[src/rtl/rcu_pkg.sv]
package rcu_pkg;

  localparam int unsigned NUM_SRC   = 10;
  localparam int unsigned NUM_CAUSE = 9;
  localparam int unsigned BOOT_W    = 4;

  // Cause flag positions (software decodes these)
  localparam int unsigned C_POR   = 0;
  localparam int unsigned C_PIN   = 1;
  localparam int unsigned C_BOD   = 2;
  localparam int unsigned C_SYS   = 3;
  localparam int unsigned C_WDOG  = 4;
  localparam int unsigned C_SOFT  = 5;
  localparam int unsigned C_WKPIN = 6;
  localparam int unsigned C_WKRTC = 7;
  localparam int unsigned C_WKOS  = 8;

  localparam logic [1:0] BOD_OFF_CODE = 2'b10;

  typedef logic [NUM_CAUSE-1:0] cause_vec_t;

  typedef struct packed {
    logic       soft_en;
    logic       wake_en;
    logic [1:0] bat_a;
    logic [1:0] bat_b;
    logic [1:0] core_a;
    logic [1:0] core_b;
  } rcu_cfg_t;

  // A brown-out source is off only if both redundant copies say so
  function automatic logic bod_active(input logic [1:0] a, input logic [1:0] b);
    return !((a == BOD_OFF_CODE) && (b == BOD_OFF_CODE));
  endfunction

endpackage

[src/rtl/rcu_src_gate.sv]
module rcu_src_gate
  import rcu_pkg::*;
(
  input  logic                 clk,
  input  logic                 rst_n,
  input  logic [NUM_SRC-1:0]   req,
  input  rcu_cfg_t             cfg,
  output cause_vec_t           hit,
  output logic                 hard_hit
);
  // req order: 0 por,1 pin,2 bodbat,3 bodcore,4 sys,5 wdog,6 soft,7 wkpin,8 wkrtc,9 wkos
  logic [NUM_SRC-1:0] src_en;
  logic [NUM_SRC-1:0] src_ok;

  always_comb begin
    src_en    = '1;
    src_en[2] = bod_active(cfg.bat_a, cfg.bat_b);
    src_en[3] = bod_active(cfg.core_a, cfg.core_b);
    src_en[6] = cfg.soft_en;
    src_en[7] = cfg.wake_en;
    src_en[8] = cfg.wake_en;
    src_en[9] = cfg.wake_en;
  end

  assign src_ok = req & src_en;

  // Fold the two brown-out sources into one cause bit; the rest map one-to-one
  always_comb begin
    hit         = '0;
    hit[C_POR]  = src_ok[0];
    hit[C_PIN]  = src_ok[1];
    hit[C_BOD]  = src_ok[2] | src_ok[3];
    hit[C_SYS]  = src_ok[4];
    hit[C_WDOG] = src_ok[5];
    hit[C_SOFT] = src_ok[6];
    hit[C_WKPIN]= src_ok[7];
    hit[C_WKRTC]= src_ok[8];
    hit[C_WKOS] = src_ok[9];
  end

  assign hard_hit = hit[C_POR] | hit[C_BOD];

  AST_BODBAT_LOCK: assert property (@(posedge clk) disable iff (!rst_n)
    (req[2] && cfg.bat_a != BOD_OFF_CODE) |-> hit[C_BOD]);
  AST_BODCORE_LOCK: assert property (@(posedge clk) disable iff (!rst_n)
    (req[3] && cfg.core_b != BOD_OFF_CODE) |-> hit[C_BOD]);

endmodule

[src/rtl/rcu_cause_reg.sv]
module rcu_cause_reg
  import rcu_pkg::*;
(
  input  logic               clk,
  input  logic               rst_n,
  input  cause_vec_t         hit,
  input  logic               hard_hit,
  input  logic               clr_stb,
  input  cause_vec_t         clr_mask,
  input  logic               cnt_inc,
  output cause_vec_t         flags,
  output logic [BOOT_W-1:0]  cnt
);
  localparam logic [BOOT_W-1:0] CNT_MAX = '1;

  logic any_hit;
  assign any_hit = |hit;

  always_ff @(posedge clk or negedge rst_n) begin
    if (!rst_n) begin
      flags <= '0;
    end else if (any_hit) begin
      flags <= hit;
    end else if (clr_stb) begin
      flags <= flags & ~clr_mask;
    end
  end

  always_ff @(posedge clk or negedge rst_n) begin
    if (!rst_n) begin
      cnt <= '0;
    end else if (hard_hit) begin
      cnt <= '0;
    end else if (cnt_inc && cnt != CNT_MAX) begin
      cnt <= cnt + 1'b1;
    end
  end

  AST_FLAGS_REPLACED: assert property (@(posedge clk) disable iff (!rst_n)
    (hit != '0) |=> (flags == $past(hit)));
  AST_FLAGS_HOLD: assert property (@(posedge clk) disable iff (!rst_n)
    (hit == '0 && !clr_stb) |=> $stable(flags));
  AST_CLR_EFFECT: assert property (@(posedge clk) disable iff (!rst_n)
    (clr_stb && hit == '0) |=> ((flags & $past(clr_mask)) == '0));
  AST_CNT_SATURATE: assert property (@(posedge clk) disable iff (!rst_n)
    (cnt == CNT_MAX && !hard_hit) |=> (cnt == CNT_MAX));
  AST_CNT_KEEP: assert property (@(posedge clk) disable iff (!rst_n)
    (!hard_hit && !cnt_inc) |=> $stable(cnt));

endmodule

[src/rtl/rcu_stretch.sv]
module rcu_stretch #(
  parameter int unsigned STRETCH_CYC = 4
) (
  input  logic clk,
  input  logic rst_n,
  input  logic trig,
  output logic pulse
);
  localparam int unsigned CW = $clog2(STRETCH_CYC + 1);
  localparam logic [CW-1:0] LOAD = CW'(STRETCH_CYC);

  logic [CW-1:0] remain;

  always_ff @(posedge clk or negedge rst_n) begin
    if (!rst_n) begin
      remain <= '0;
    end else if (trig) begin
      remain <= LOAD;
    end else if (remain != '0) begin
      remain <= remain - 1'b1;
    end
  end

  assign pulse = (remain != '0);

  initial begin
    AST_STRETCH_PARAM: assert (STRETCH_CYC >= 2);
  end

  AST_REQ_FOLLOWS: assert property (@(posedge clk) disable iff (!rst_n)
    trig |=> pulse);
  AST_MIN_WIDTH: assert property (@(posedge clk) disable iff (!rst_n)
    $rose(pulse) |=> pulse);

endmodule

[src/rtl/reset_cause_unit.sv]
module reset_cause_unit
  import rcu_pkg::*;
#(
  parameter int unsigned STRETCH_CYC = 4
) (
  input  logic        clk,
  input  logic        rst_n,
  input  logic        req_por,
  input  logic        req_pin,
  input  logic        req_bodbat,
  input  logic        req_bodcore,
  input  logic        req_sysrst,
  input  logic        req_wdog,
  input  logic        req_soft,
  input  logic        req_wk_pin,
  input  logic        req_wk_rtc,
  input  logic        req_wk_ostmr,
  input  logic        soft_rst_en,
  input  logic        wake_rst_en,
  input  logic [1:0]  bodbat_en_a,
  input  logic [1:0]  bodbat_en_b,
  input  logic [1:0]  bodcore_en_a,
  input  logic [1:0]  bodcore_en_b,
  input  logic        clr_stb,
  input  logic [8:0]  clr_mask,
  input  logic        boot_err_inc,
  output logic        rst_req,
  output logic [8:0]  cause_flags,
  output logic [3:0]  boot_err_cnt
);
  logic [NUM_SRC-1:0] req_vec;
  rcu_cfg_t           cfg;
  cause_vec_t         hit;
  logic               hard_hit;

  assign req_vec = {req_wk_ostmr, req_wk_rtc, req_wk_pin, req_soft, req_wdog,
                    req_sysrst, req_bodcore, req_bodbat, req_pin, req_por};

  always_comb begin
    cfg.soft_en = soft_rst_en;
    cfg.wake_en = wake_rst_en;
    cfg.bat_a   = bodbat_en_a;
    cfg.bat_b   = bodbat_en_b;
    cfg.core_a  = bodcore_en_a;
    cfg.core_b  = bodcore_en_b;
  end

  rcu_src_gate u_gate (
    .clk      (clk),
    .rst_n    (rst_n),
    .req      (req_vec),
    .cfg      (cfg),
    .hit      (hit),
    .hard_hit (hard_hit)
  );

  rcu_cause_reg u_cause (
    .clk      (clk),
    .rst_n    (rst_n),
    .hit      (hit),
    .hard_hit (hard_hit),
    .clr_stb  (clr_stb),
    .clr_mask (clr_mask),
    .cnt_inc  (boot_err_inc),
    .flags    (cause_flags),
    .cnt      (boot_err_cnt)
  );

  rcu_stretch #(.STRETCH_CYC(STRETCH_CYC)) u_stretch (
    .clk   (clk),
    .rst_n (rst_n),
    .trig  (|hit),
    .pulse (rst_req)
  );

  AST_POR_ALWAYS: assert property (@(posedge clk) disable iff (!rst_n)
    req_por |=> (rst_req && cause_flags[C_POR] && boot_err_cnt == '0));
  AST_WDOG_ALWAYS: assert property (@(posedge clk) disable iff (!rst_n)
    req_wdog |=> (rst_req && cause_flags[C_WDOG]));
  AST_SOFT_BLOCKED: assert property (@(posedge clk) disable iff (!rst_n)
    (req_vec == 10'b0001000000 && !soft_rst_en && !clr_stb) |=> $stable(cause_flags));
  AST_WAKE_BLOCKED: assert property (@(posedge clk) disable iff (!rst_n)
    (!wake_rst_en && req_vec[9:7] != 3'b000 && req_vec[6:0] == '0 && !clr_stb)
      |=> $stable(cause_flags));

endmodule

[config.mk]
export PLATFORM = sky130hd
export DESIGN_NAME = reset_cause_unit
export DESIGN_NICKNAME = d
export VERILOG_FILES = /design/src/rtl/rcu_pkg.sv /design/src/rtl/rcu_src_gate.sv /design/src/rtl/rcu_cause_reg.sv /design/src/rtl/rcu_stretch.sv /design/src/rtl/reset_cause_unit.sv
export SDC_FILE = /design/constraint.sdc
export NUM_CORES = 1
export LEC_CHECK = 0
export BUFFER_PORTS_ARGS = -buffer_cell sky130_fd_sc_hd__buf_2
export CAP_MARGIN = 10
export CORE_UTILIZATION = 40
export CTS_CLUSTER_SIZE = 8
export DETAILED_ROUTE_END_ITERATION = 10
export PLACE_DENSITY = 0.73
export SLEW_MARGIN = 10
export SYNTH_ARGS = -nofsm -noshare
export SYNTH_HDL_FRONTEND = slang
export SYNTH_SLANG_ARGS = --single-unit
[constraint.sdc]
create_clock -name clk -period 4.5 [get_ports clk]
set_clock_uncertainty 0.1 [all_clocks]
set_input_delay 0.45 -clock clk [delete_from_list [all_inputs] [get_ports clk]]
set_output_delay 0.45 -clock clk [all_outputs]
set_load 0.005 [all_outputs]
==> After elaboration in Yosys (flattened, before gate mapping) <==
Cells that the tools add are included.
{ "totals": {"register_bits": 16, "latch_bits": 0, "ram_bits": 0, "romBits": 0, "in_bits": 33, "wordCells": 31, "memories": 0} }
{ "op_classes": {"n_addsub": 2, "n_mul": 0, "div": 0, "order_cmp": 0, "eq_ne": 5, "shifts": 0, "mux": 6, "bitwise": 5, "n_reduce_logical": 10} }
{ "ops": {"columns": ["op", "count"], "rows": [
  ["$mux W9", 2],
  ["$and A10 B10 Y10", 1],
  ["$and A9 B9 Y9", 1],
  ["$not A9 Y9", 1],
  ["$reduce_or A9 Y1", 1],
  ["$eq A2 B2 Y1 const B", 4],
  ["$mux W4", 2],
  ["$mux W3", 2],
  ["$reduce_bool A2 Y1", 3],
  ["$add A4 B1 Y4 const B", 1],
  ["$ne A4 B4 Y1 const B", 1],
  ["$logic_and A1 B1 Y1", 3],
  ["$reduce_bool A3 Y1", 1],
  ["$sub A3 B1 Y3 const B", 1],
  ["$logic_not A1 Y1", 2],
  ["$or A1 B1 Y1", 2]
]} }

==> Logic depth before layout (Yosys ltp) <==
{ "logic_depth": {"word_depth": 7, "ltp_mapped": 5, "depth_no_buf": 5} }

==> By module <==
A second synthesis with hierarchy kept.
{ "unflattened": {"hier_cells": 86, "hier_area_um2": 905.9} }
{ "by_module_without_submodules": {"columns": ["mod", "instances", "cells_each", "area_each_um2"], "rows": [
  ["rcu_cause_reg", 1, 54, 610.6],
  ["rcu_stretch", 1, 16, 177.7],
  ["rcu_src_gate", 1, 12, 97.6],
  ["reset_cause_unit", 1, 4, 20.0]
]} }

==> Worst setup path after synthesis <==
No wires, ideal clock.
{ "synth_path": {"kind": "reg2reg", "from": "register u_cause.cnt[0]", "to": "register u_cause.cnt[0]", "arrival_time_ns": 1.295, "required_time_ns": 4.306, "path_slack_ns": 3.011, "stages_incl_launch_ff": 5, "synth_period_minus_slack_ns": 1.489, "path_cell_list": "dfrtp_1 > ha_1 > and3_1 > or3_1 > a211oi_1"} }
{ "synth_via": {"elab_chain_len": 3, "word_cells_on_any_way": 6, "classes_between": "add/sub: 1; eq/ne: 1; mux: 2; reduce/logical: 2"} }
{ "synth_lines": {"columns": ["item", "line", "text"], "rows": [
  ["start: declaration", "rcu_cause_reg.sv:12", "output logic [BOOT_W-1:0] cnt"],
  ["start signal: assignment", "rcu_cause_reg.sv:35", "cnt <= cnt + 1'b1;"],
  ["$add A4 B1 Y4 or $ne A4 B4 Y1 (tied branches)", "rcu_cause_reg.sv:35, rcu_cause_reg.sv:34", null],
  ["$mux W4 or $logic_and A1 B1 Y1 (tied branches)", "rcu_cause_reg.sv:34", "end else if (cnt_inc && cnt != CNT_MAX) begin"],
  ["$mux W4 or $reduce_bool A2 Y1 (tied branches)", null, null]
]} }
Parallel ways exist; a longest one is shown, timed or not. The select of a mux whose other input is x is not followed.
A chain may end at the register's enable or synchronous reset.

==> Worst setup path after layout <==
{ "layout_path": {"from": "register u_stretch.remain[0]", "to": "output rst_req"} }
{ "layout_via": {"elab_chain_len": 1} }
{ "layout_lines": {"columns": ["item", "line", "text"], "rows": [
  ["start: declaration", "rcu_stretch.sv:12", "logic [CW-1:0] remain;"],
  ["start signal: assignment", "rcu_stretch.sv:20", "remain <= remain - 1'b1;"],
  ["$reduce_bool A3 Y1", "rcu_stretch.sv:24", "assign pulse = (remain != '0);"],
  ["end: declaration", "reset_cause_unit.sv:27", "output logic rst_req,"]
]} }
Every way passes these cells.

==> results.md <==
Clock tree:
- The total clock buffers created by CTS is 3.
- The clock sink total is 16.
- Clock-pin slew was measured on the worst setup and hold paths at 0.09 ns.
- In this run the number of H-tree levels came out at 1.
- Buffers inserted to repair hold after CTS numbered 1.
- The TritonCTS clock tree is done.
- The clock passes through at most 2 buffers.
- The number of resized instances in the post-cts repair step is 0.
- The root cell of the clock tree is sky130_fd_sc_hd__clkbuf_4.
- For the worst-skew pair, the clock arrives at the later sink with an insertion delay of 0.29 ns.
- The number of setup buffers added after CTS is 0.

STA:
- The maximum operating frequency is 546.8 MHz.
- The worst hold slack is 0.2588 ns.
- The post-route fraction of the period consumed by the critical path is 40.64%.
- The hold violation count in the final report is 0.
- The final critical delay including setup and external delays is 1.829 ns.
- The number of max-slew violations in the final report is 0.
- At the pin with the least slew margin, the transition time is 0.4421 ns.
- Setup repair after global routing left no endpoint under its margin.
- The accumulated negative setup slack is 0 ns.
- The headroom to the max-slew limit is 70.53%.
- The number of setup violations in the final report is 0.

Synthesis:
- Yosys mapped the design onto 34 distinct sky130hd cell types.
- After synthesis, flip-flops and latches occupy 45.85% of the total area.
- The share of flip-flops with an asynchronous set or reset is 100.0%.
- Synthesis inferred 16 register bits.
- The post-synth design cell area is 873.3 um^2.
- Synthesis produced 79 cells.
- The synthesized net count is 115.
- The number of flops mapped to enable cells by yosys is 0.
- The average instance in the mapped netlist occupies 11.05 um^2.
- The commonest register cell after synthesis is sky130_fd_sc_hd__dfrtp_1.
- The number of warnings reported in the yosys synthesis log is 0.

Placed design:
- The routability congestion estimate is 0.7387.
- The count of input and output buffers is 46.
- In this run, placement finished with an instance count of 149.
- The half-perimeter wire length of the detailed placement result is 1541 um.

Worst setup path:
- The setup slack of the worst register-to-register path is 2.91 ns.
- The most critical setup path has its endpoint at rst_req.
- Among all stages on the critical path, the largest delay is contributed by sky130_fd_sc_hd__dfrtp_1.
- STA classifies the critical path endpoint as an output port.
- Measured in cells, the most critical reg-to-reg path has a length of 4.
- The delay of the slowest cell on the worst path is 0.37 ns.
- STA classifies the critical path startpoint as a flip-flop.
- The arrival time of the worst setup path is 1.28 ns.
- Along the worst path, the maximum fanout reaches 4.
- The logic depth of the worst setup path including buffers is 4.
- In this run the critical register-to-register path is captured at u_cause.cnt[0].
- In this design, the largest share of critical-path delay is due to flip-flops.
- The data required time at the worst endpoint is 3.95 ns.
- Counting both buffers and inverters, the worst setup path holds a total of 2.
- The worst register-to-register path begins at u_cause.cnt[0].
- The startpoint of the worst setup timing path is u_stretch.remain[0].
- The type of the setup path with the least slack is flip-flop to output port.
- Traced cell by cell, the critical path runs through inv_1 -> ha_1 -> nand2b_1 -> buf_2.

Global routing:
- The largest net degree at the start of global routing is 17.
- Global routing used 17.91% of the available tracks across all layers.
- The number of global-route vias before repair is 742.
- The total congestion overflow is 0.
- The number of antenna violations at the first check in global routing is 0.
- The first-pass GRT wire length is 3222 um.

Cells and area:
- 0 antenna diodes ended up in the layout.
- The post-route netlist has 44.09% of its cells at a drive strength greater than 1.
- The number of nets in the final layout is 164.
- The relative area change from synthesis to final layout is 33.67%.
- Leaving out filler cells and counting taps, the final layout contains 154.
- Fill cells in the final layout number 191.

Pwr:
- The areal power density over the cells is 248.4 mW/mm^2.
- The leakage power of the design is 0.5942 nW.
- The design draws 0.2900 mW.
- IR analysis of the VDD net gives a maximum drop of 148.8 uV.

Route:
- Across all layers, the routed design uses 804 vias.
- The per-cell routed wire length is 12.50 um.
- The final layout contains routed wiring with a total length of 1925 um.
- The number of violations reported at the end of detailed-routing iteration 0 is 9.
- The pre-antenna-repair detailed-routing pass consisted of 4 iterations.
- The post-route antenna net violation count is 0.
- The number of vias per cell after detailed routing is 5.221.
- The DRC violation count after routing is 0.

Floorplan:
- For this configuration, the core starts out at a cell density of 43.63%.
- The vertical die dimension is 48.73 um.
- The area of the core is 0.002002 mm^2.
- The I/O pin count is 47.
- The placement row count is 16.
- The die covers 0.002374 mm^2.
- The die is 48.73 um wide.

Hold path:
- The classification of the worst-slack hold path is primary input to flip-flop.
- Counting instances, the worst hold path has a depth of 2.

Flow run:
- Max-cap violations in this run came to 0.

Run status:
- The run finished with clean final reports.
## per-stage QoR
step / utilization, % / instance area [um^2] / setup WS [ns]
2_1_floorplan: - / 873.3 / 3.011
6_report: 58.31 / 1167 / 2.671
3_3_place_gp: 56.00 / 1121 / 2.903
3_5_place_dp: 56.00 / 1121 / 2.868
4_1_cts: 58.31 / 1167 / 2.654
5_1_grt: 58.31 / 1167 / 2.585
## where the power goes
group          switching [mW]  internal (mW)  leakage (nW)
sequential            0.00272          0.148         0.201
clock                  0.0457         0.0493        0.0210
combinational          0.0221         0.0216         0.372
## cells by family (layout without fill, tap and decap cells)
kind of cell,Yosys count,after routing,synth area share [%]
XOR/XNOR,1,1,1.003
AND/OR/NAND/NOR,27,27,18.05
AO/OA/AOI/OAI,22,22,25.21
multiplexers,1,1,1.146
adder cells (fa/ha/maj),3,3,4.298
buffers and inverters,9,57,4.440
flip-flops,16,16,45.84
## sequential cells by signal, summed over array words and instances, names as in the netlist
name and cells:
u_cause.flags 9, u_stretch.remain 3, u_cause.cnt 4
## final cells by class
class	instances	area [um^2]	share of cell area (%)
Sequential cell	16	400.4	34.30
Multi-Input combinational cell	54	434.2	37.19
Tap cell	27	33.78	2.894
Timing Repair Buffer	47	240.2	20.58
Clock buffer	4	36.28	3.108
Inverter	6	22.52	1.929
## metal layers
metal / global-route usage (%) / vias up / share of wire (%)
met1: 23.80 / 375 / 44
li1: - / 396 / -
met4: 11.76 / 0 / 2.8
met2: 27.78 / 29 / 49
met5: 0 / - / 0
met3: 1.572 / 4 / 4.6
## how the worst min path moves through the flow
| stage | endpoint | slack [ns] | from |
|---|---|---|---|
| final | u_cause.flags[1] | 0.26 | req_pin |
| after CTS | u_cause.flags[4] | 0.26 | req_wdog |
| after floorplan | u_cause.cnt[0] | 0.05 | rst_n |
| after global routing | u_cause.flags[1] | 0.27 | req_pin |
| after global placement | u_cause.flags[4] | 0.28 | rst_n |
| after detailed placement | u_cause.flags[8] | 0.28 | rst_n |
## layout by cell type, fill, tap and decap left out, types with 2 or more instances in the layout
master                     count
sky130_fd_sc_hd__buf_2        46
sky130_fd_sc_hd__a41o_1        4
sky130_fd_sc_hd__dfrtp_1      16
sky130_fd_sc_hd__inv_1         6
sky130_fd_sc_hd__o21ai_0       3
sky130_fd_sc_hd__a32o_1        3
sky130_fd_sc_hd__nor2_1        4
sky130_fd_sc_hd__a211oi_1      2
sky130_fd_sc_hd__a21boi_0      3
sky130_fd_sc_hd__clkbuf_4      3
sky130_fd_sc_hd__nand2_1       9
sky130_fd_sc_hd__ha_1          3
sky130_fd_sc_hd__and4_1        2
sky130_fd_sc_hd__nor3_1        2
## cells in the mapped netlist, types with 2 or more instances
cell type                   n  area, um^2
sky130_fd_sc_hd__o21ai_0    3       15.01
sky130_fd_sc_hd__a211oi_1   2       15.01
sky130_fd_sc_hd__nand2_1    9       33.78
sky130_fd_sc_hd__inv_1      6       22.52
sky130_fd_sc_hd__a41o_1     4       40.04
sky130_fd_sc_hd__dfrtp_1   16       400.4
sky130_fd_sc_hd__a32o_1     3       30.03
sky130_fd_sc_hd__nor2_1     4       15.01
sky130_fd_sc_hd__and4_1     2       17.52
sky130_fd_sc_hd__nor3_1     2       10.01
sky130_fd_sc_hd__a21boi_0   3       22.52
sky130_fd_sc_hd__ha_1       3       37.54
No activity file was read; power rests on OpenSTA's default activity.
